--- src/rtl/scrub_trig_pkg.sv ---
// Shared constants for the scrub trigger.
// Assumes every fraction is an unsigned fixed-point value scaled by 2^FRAC_W.
package scrub_trig_pkg;
    localparam int FRAC_W = 8;
endpackage

--- src/rtl/scrub_thresh_reg.sv ---
// Holds the three compare thresholds. They are recomputed from N, n and the
// fractions on a load edge and held at all other times.
// Assumes the products fit the widths derived below, so nothing is truncated.
module scrub_thresh_reg
    import scrub_trig_pkg::*;
#(
    parameter int SET_W = 12,
    parameter int WAY_W = 5,
    localparam int POP_W = SET_W + WAY_W,
    localparam int PTW = POP_W + FRAC_W,
    localparam int FTW = SET_W + FRAC_W
) (
    input  logic             clk,
    input  logic             rst_n,
    input  logic             load,
    input  logic [SET_W-1:0] set_count,
    input  logic [WAY_W-1:0] ways,
    input  logic [FRAC_W-1:0] hwm_frac,
    input  logic [FRAC_W-1:0] low_frac,
    input  logic [FRAC_W-1:0] full_frac,
    output logic [PTW-1:0]   thr_hwm,
    output logic [PTW-1:0]   thr_low,
    output logic [FTW-1:0]   thr_full,
    output logic             cfg_valid
);
    logic [POP_W-1:0] capacity;
    logic [PTW-1:0]   hwm_prod;
    logic [PTW-1:0]   low_prod;
    logic [FTW-1:0]   full_prod;

    // Reserved capacity N*n and the scaled thresholds taken from it.
    always_comb begin
        capacity  = POP_W'(set_count) * POP_W'(ways);
        hwm_prod  = PTW'(capacity) * PTW'(hwm_frac);
        low_prod  = PTW'(capacity) * PTW'(low_frac);
        full_prod = FTW'(set_count) * FTW'(full_frac);
    end

    // Register the thresholds on a load edge; clear them on reset.
    always_ff @(posedge clk) begin
        if (!rst_n) begin
            thr_hwm   <= '0;
            thr_low   <= '0;
            thr_full  <= '0;
            cfg_valid <= 1'b0;
        end else if (load) begin
            thr_hwm   <= hwm_prod;
            thr_low   <= low_prod;
            thr_full  <= full_prod;
            cfg_valid <= 1'b1;
        end
    end
endmodule

--- src/rtl/scrub_crit_eval.sv ---
// Combinational check of the high-water test and the guarded overfull test.
// Counts are scaled by 2^FRAC_W so that no division is needed.
// Assumes the thresholds come from scrub_thresh_reg; nothing fires until cfg_valid is set.
module scrub_crit_eval
    import scrub_trig_pkg::*;
#(
    parameter int SET_W = 12,
    parameter int WAY_W = 5,
    localparam int POP_W = SET_W + WAY_W,
    localparam int PTW = POP_W + FRAC_W,
    localparam int FTW = SET_W + FRAC_W
) (
    input  logic [POP_W-1:0] dirty_pop,
    input  logic [SET_W-1:0] full_sets,
    input  logic [PTW-1:0]   thr_hwm,
    input  logic [PTW-1:0]   thr_low,
    input  logic [FTW-1:0]   thr_full,
    input  logic             cfg_valid,
    output logic             hit
);
    logic [PTW-1:0] pop_scaled;
    logic [FTW-1:0] full_scaled;
    logic           over_hwm;
    logic           over_full;
    logic           over_low;

    // Scale both counts and compare them against the registered products.
    always_comb begin
        pop_scaled  = {dirty_pop, {FRAC_W{1'b0}}};
        full_scaled = {full_sets, {FRAC_W{1'b0}}};
        over_hwm    = pop_scaled >= thr_hwm;
        over_low    = pop_scaled >= thr_low;
        over_full   = full_scaled >= thr_full;
        hit         = cfg_valid && (over_hwm || (over_full && over_low));
    end
endmodule

--- src/rtl/scrub_chan_watch.sv ---
// Per-channel watch of the pending-read flags. Reports whether any channel is
// idle and whether a read has just arrived on any channel (flag went 0 to 1).
// Assumes the pending flags are synchronous to clk.
module scrub_chan_watch #(
    parameter int NUM_CH = 2
) (
    input  logic              clk,
    input  logic              rst_n,
    input  logic [NUM_CH-1:0] pending,
    output logic              any_idle,
    output logic              any_arrival
);
    logic [NUM_CH-1:0] prev_q;
    logic [NUM_CH-1:0] idle_v;
    logic [NUM_CH-1:0] arr_v;

    for (genvar ch = 0; ch < NUM_CH; ch++) begin : g_ch
        // Remember this channel's previous flag.
        always_ff @(posedge clk) begin
            if (!rst_n) prev_q[ch] <= 1'b0;
            else        prev_q[ch] <= pending[ch];
        end
        assign idle_v[ch] = ~pending[ch];
        assign arr_v[ch]  = pending[ch] & ~prev_q[ch];
    end

    // Reduce the per-channel flags to the two bank-level events.
    always_comb begin
        any_idle    = |idle_v;
        any_arrival = |arr_v;
    end
endmodule

--- src/rtl/scrub_ctrl.sv ---
// Request state machine: a start level and a one-cycle stop pulse.
// Assumes the trigger inputs are valid in every cycle and only act at clock edges.
module scrub_ctrl (
    input  logic clk,
    input  logic rst_n,
    input  logic crit_hit,
    input  logic any_idle,
    input  logic any_arrival,
    input  logic done,
    output logic start_q,
    output logic stop_q
);
    logic start_d;

    // Next state of the level: clear on done or arrival, set on any trigger.
    always_comb begin
        if (start_q) start_d = !(done || any_arrival);
        else         start_d = crit_hit || any_idle;
    end

    // Register the level and the stop pulse.
    always_ff @(posedge clk) begin
        if (!rst_n) begin
            start_q <= 1'b0;
            stop_q  <= 1'b0;
        end else begin
            start_q <= start_d;
            stop_q  <= start_q && any_arrival;
        end
    end
endmodule

--- src/rtl/scrub_trigger.sv ---
// Top of the scrub trigger. It combines the threshold tests with the per-channel
// idle and arrival events, and drives the start and stop requests to the scrubber.
// Assumes dirty_pop and full_sets are kept up to date by the cache bank.
module scrub_trigger
    import scrub_trig_pkg::*;
#(
    parameter int SET_W  = 12,
    parameter int WAY_W  = 5,
    parameter int NUM_CH = 2
) (
    input  logic                   clk,
    input  logic                   rst_n,
    input  logic                   cfg_load,
    input  logic [SET_W-1:0]       set_count,
    input  logic [WAY_W-1:0]       wb_ways,
    input  logic [FRAC_W-1:0]      hwm_frac,
    input  logic [FRAC_W-1:0]      low_frac,
    input  logic [FRAC_W-1:0]      full_frac,
    input  logic [SET_W+WAY_W-1:0] dirty_pop,
    input  logic [SET_W-1:0]       full_sets,
    input  logic [NUM_CH-1:0]      ch_read_pending,
    input  logic                   scrub_done,
    output logic                   scrub_start,
    output logic                   scrub_stop
);
    localparam int POP_W = SET_W + WAY_W;
    localparam int PTW   = POP_W + FRAC_W;
    localparam int FTW   = SET_W + FRAC_W;

    logic [PTW-1:0] thr_hwm;
    logic [PTW-1:0] thr_low;
    logic [FTW-1:0] thr_full;
    logic           cfg_valid;
    logic           crit_hit;
    logic           any_idle;
    logic           any_arrival;

    scrub_thresh_reg #(.SET_W(SET_W), .WAY_W(WAY_W)) u_thresh (
        .clk(clk), .rst_n(rst_n), .load(cfg_load),
        .set_count(set_count), .ways(wb_ways),
        .hwm_frac(hwm_frac), .low_frac(low_frac), .full_frac(full_frac),
        .thr_hwm(thr_hwm), .thr_low(thr_low), .thr_full(thr_full),
        .cfg_valid(cfg_valid)
    );

    scrub_crit_eval #(.SET_W(SET_W), .WAY_W(WAY_W)) u_crit (
        .dirty_pop(dirty_pop), .full_sets(full_sets),
        .thr_hwm(thr_hwm), .thr_low(thr_low), .thr_full(thr_full),
        .cfg_valid(cfg_valid), .hit(crit_hit)
    );

    scrub_chan_watch #(.NUM_CH(NUM_CH)) u_chan (
        .clk(clk), .rst_n(rst_n), .pending(ch_read_pending),
        .any_idle(any_idle), .any_arrival(any_arrival)
    );

    scrub_ctrl u_ctrl (
        .clk(clk), .rst_n(rst_n), .crit_hit(crit_hit),
        .any_idle(any_idle), .any_arrival(any_arrival), .done(scrub_done),
        .start_q(scrub_start), .stop_q(scrub_stop)
    );
endmodule

--- config.mk ---
export PLATFORM = sky130hd
export DESIGN_NAME = scrub_trigger
export DESIGN_NICKNAME = d
export VERILOG_FILES = /design/src/rtl/scrub_trig_pkg.sv /design/src/rtl/scrub_thresh_reg.sv /design/src/rtl/scrub_crit_eval.sv /design/src/rtl/scrub_chan_watch.sv /design/src/rtl/scrub_ctrl.sv /design/src/rtl/scrub_trigger.sv
export SDC_FILE = /design/constraint.sdc
export NUM_CORES = 1
export LEC_CHECK = 0
export BUFFER_PORTS_ARGS = -buffer_cell sky130_fd_sc_hd__buf_2
export CORE_ASPECT_RATIO = 1.75
export CORE_MARGIN = 2
export CORE_UTILIZATION = 45
export CTS_CLUSTER_DIAMETER = 150
export DETAILED_ROUTE_END_ITERATION = 12
export HOLD_SLACK_MARGIN = 0.06
export SYNTH_ARGS = -nofsm -noshare
export SYNTH_HDL_FRONTEND = slang
export SYNTH_SLANG_ARGS = --single-unit
--- constraint.sdc ---
create_clock -name clk -period 15.9 [get_ports clk]
set_input_delay 3.18 -clock clk [delete_from_list [all_inputs] [get_ports clk]]
set_output_delay 3.18 -clock clk [all_outputs]
set_load 0.1 [all_outputs]
==> impl_metrics.env <==
export IMPL_critPathArrivalTime_ns=11.41
export IMPL_critPathTopFamily="adder cells"
export IMPL_synth_area_leader_cell="fa_1"
export IMPL_grt_overflow=0
export IMPL_die_x_um=150
export IMPL_hold_class="reg -> reg"
export IMPL_initial_core_util_pct=45.7
export IMPL_fp_row_count=93
export IMPL_rsz0062_at_grt="no"
export IMPL_ff2ff_setup_slack_ns=13.76
export IMPL_die_area_um2=39000
export IMPL_path_class="in -> reg"
export IMPL_r2r_end="u_ctrl.start_q"
export IMPL_drc=0
export IMPL_finalHoldWorstSlack_ns=0.455
export IMPL_met3_usage_pct=1.60
export IMPL_nNetsFinal=2522
export IMPL_synth_cell_type_count=64
export IMPL_drt_pass1_iter_count=5
export IMPL_cts_reportedPaths_clkPinSlew_ns=0.06
export IMPL_holdPathEnd="u_thresh.thr_hwm[19]"
export IMPL_grt_max_degree=69
export IMPL_wl_mm=45.1
export IMPL_crit_required_ns=16.10
export IMPL_timing_fmax_ghz=0.0893
export IMPL_worst_pin_slew_ns=1.12
export IMPL_track_usage_pct=23.9
export IMPL_yosys_warnings=0
export IMPL_slowest_delay_ns=0.87
export IMPL_reg2reg_depth=9
export IMPL_hold_buffers=0
export IMPL_ys_flop_type="dfxtp_1"
export IMPL_netlist_top_cells_area="fa_1 (32%), ha_1 (15%), dfxtp_1 (8.9%), and2_1 (8.6%), inv_1 (7.4%)"
export IMPL_antenna_found_initial=0
export IMPL_worstSetupStartpointType="primary input"
export IMPL_min_period_ns=11.20
export IMPL_vias=13331
export IMPL_yosysTopAreaCellShare_pct=32.2
export IMPL_layout_cells_non_filler=2455
export IMPL_place_area_um2=17600
export IMPL_dp_hpwl_mm=36.2
export IMPL_n_antenna_cell=0
export IMPL_place_gp_congestion=0.904
export IMPL_relSlewSlack_pct=24.9
export IMPL_stdcell_area_um2=17900
export IMPL_netlist_area_um2=16800
export IMPL_port_buffer_count=77
export IMPL_numCtsBuffers=9
export IMPL_fin_crit_sh_pct=70.5
export IMPL_cts_root_buffer="clkbuf_16"
export IMPL_coreArea_um2=36800
export IMPL_cts_tree="done"
export IMPL_setup_tns_final_ns=0
export IMPL_synth_nets=2499
export IMPL_synth_area_per_cell_um2=8.61
export IMPL_cp_end_kind="flop"
export IMPL_yosysSeqAreaShare_pct=8.93
export IMPL_ioPinCount=78
export IMPL_routed_via_density=5.43
export IMPL_layout_cells_most_common_list="inv_1 (332), fa_1 (270), and2_1 (232), ha_1 (201), nand2_1 (190)"
export IMPL_top_usage_layer="met2"
export IMPL_die_height_um=260
export IMPL_synth_edf_count=0
export IMPL_worst_path_max_delay_cell="xor2_1"
export IMPL_clock_skew_ns=0.00308
export IMPL_cts_sinks=75
export IMPL_status="finished, final reports clean"
export IMPL_grt_pass1_vias=14394
export IMPL_drt_antenna_violating_nets=0
export IMPL_cp_buffers_inverters=5
export IMPL_area_growth_pct=6.62
export IMPL_netlist_instances=1952
export IMPL_hp_start="u_thresh.thr_hwm[19]"
export IMPL_wl_per_cell_um=18.4
export IMPL_cts_htree_levels=3
export IMPL_cp_max_fo=28
export IMPL_dp_cells=2439
export IMPL_slew_violations=0
export IMPL_final_common_cell="inv_1"
export IMPL_whs_path_depth=2
export IMPL_synth_seq_cells=75
export IMPL_insertion_delay_ns=0.34
export IMPL_grtUsageMet2_pct=47.6
export IMPL_drive_gt1_share_pct=6.46
export IMPL_setup_viol=0
export IMPL_post_cts_resized=0
export IMPL_crit_start="set_count[0]"
export IMPL_cts_buffer_depth=2
export IMPL_async_reset_ff_share_pct=0
export IMPL_finalHoldViolations=0
export IMPL_drt_initial_drc_count=457
export IMPL_cp_common_cell="fa_1"
export IMPL_cts_setup_buffers=0
export IMPL_met1_usage_pct=23.5
export IMPL_maxCapViolCount=0
export IMPL_grt_pass1_wl_mm=72.3
export IMPL_r2r_start="u_thresh.thr_low[8]"
metal layers:
metal | vias to the layer above | wire length [um]
li1 | 6189 | -
met1 | 6746 | 15500
met2 | 251 | 25700
met3 | 145 | 961
met4 | 0 | 2870
met5 | - | 0
registers in the layout, summed over array words and instances (netlist names):
register / flops
u_thresh.thr_low: 25
u_ctrl.start_q: 1
u_thresh.thr_hwm: 25
u_chan.prev_q: 2
u_ctrl.stop_q: 1
u_thresh.cfg_valid: 1
u_thresh.thr_full: 20
cells in the mapped netlist, drive strengths merged (3+ instances only):
cell type  number
o21a           12
fa            270
and3           30
o21ai          63
a2111o          3
nand3b          3
a21o           29
nand2         190
nand2b         22
nor2b          27
xor2           20
clkbuf         68
a21oi          75
dfxtp          75
nor3           13
a211oi         18
buf            10
a31oi           6
o22ai           3
xnor2          41
nand3          10
o211ai          7
inv           333
a211o           3
nand4          10
nor2           94
or3             3
ha            201
nor4            8
mux2i          30
and2          232
o31ai           7
o21bai          8
stage by stage:
step | utilization (%) | setup WS [ns]
global route | 48.7 | 4.18
global placement | 47.9 | 4.50
finish | 48.7 | 4.70
CTS | 48.7 | 4.70
detailed placement | 47.9 | 4.37
floorplan | - | 5.37
how the worst max path moves through the flow:
stage                           endpoint  depth (start not counted)
finish              u_thresh.thr_hwm[21]                         28
global route        u_thresh.thr_hwm[21]                         28
detailed placement  u_thresh.thr_hwm[21]                         28
CTS                 u_thresh.thr_hwm[21]                         28
floorplan           u_thresh.thr_low[23]                         32
global placement    u_thresh.thr_low[24]                         29
worst register-to-register path: stages (launching register included):
cell and delay [ns]:
dfxtp_1 0.32, inv_1 0.04, ha_1 0.28, and4b_1 0.21, o2111ai_1 0.12, a21boi_1 0.16
o2111ai_1 0.12, a2111o_1 0.46, a22o_1 0.25, a21oi_2 0.12
logic make-up (layout without fill, tap and decap cells):
group           Yosys count  count (layout)  share of synthesized area, %
buf+inv                 411             439                          9.23
fa+ha+maj               471             471                          47.1
xor+xnor                 61              61                          3.18
simple gates            650             650                          19.9
flops                    75              75                          8.93
mux                      32              32                          1.92
compound gates          252             252                          9.74
area by class of cell:
class	count	area, um2
clock inverter	6	73.8
sequential	75	1500
tap	475	594
timing repair buffer	90	483
multi-input combinational	1466	13800
fill	3715	18800
clock buffer	10	229
inverter	333	1250
Power is not shown: default switching activity piles up to over one toggle a cycle in this logic, so the estimate is an artifact.
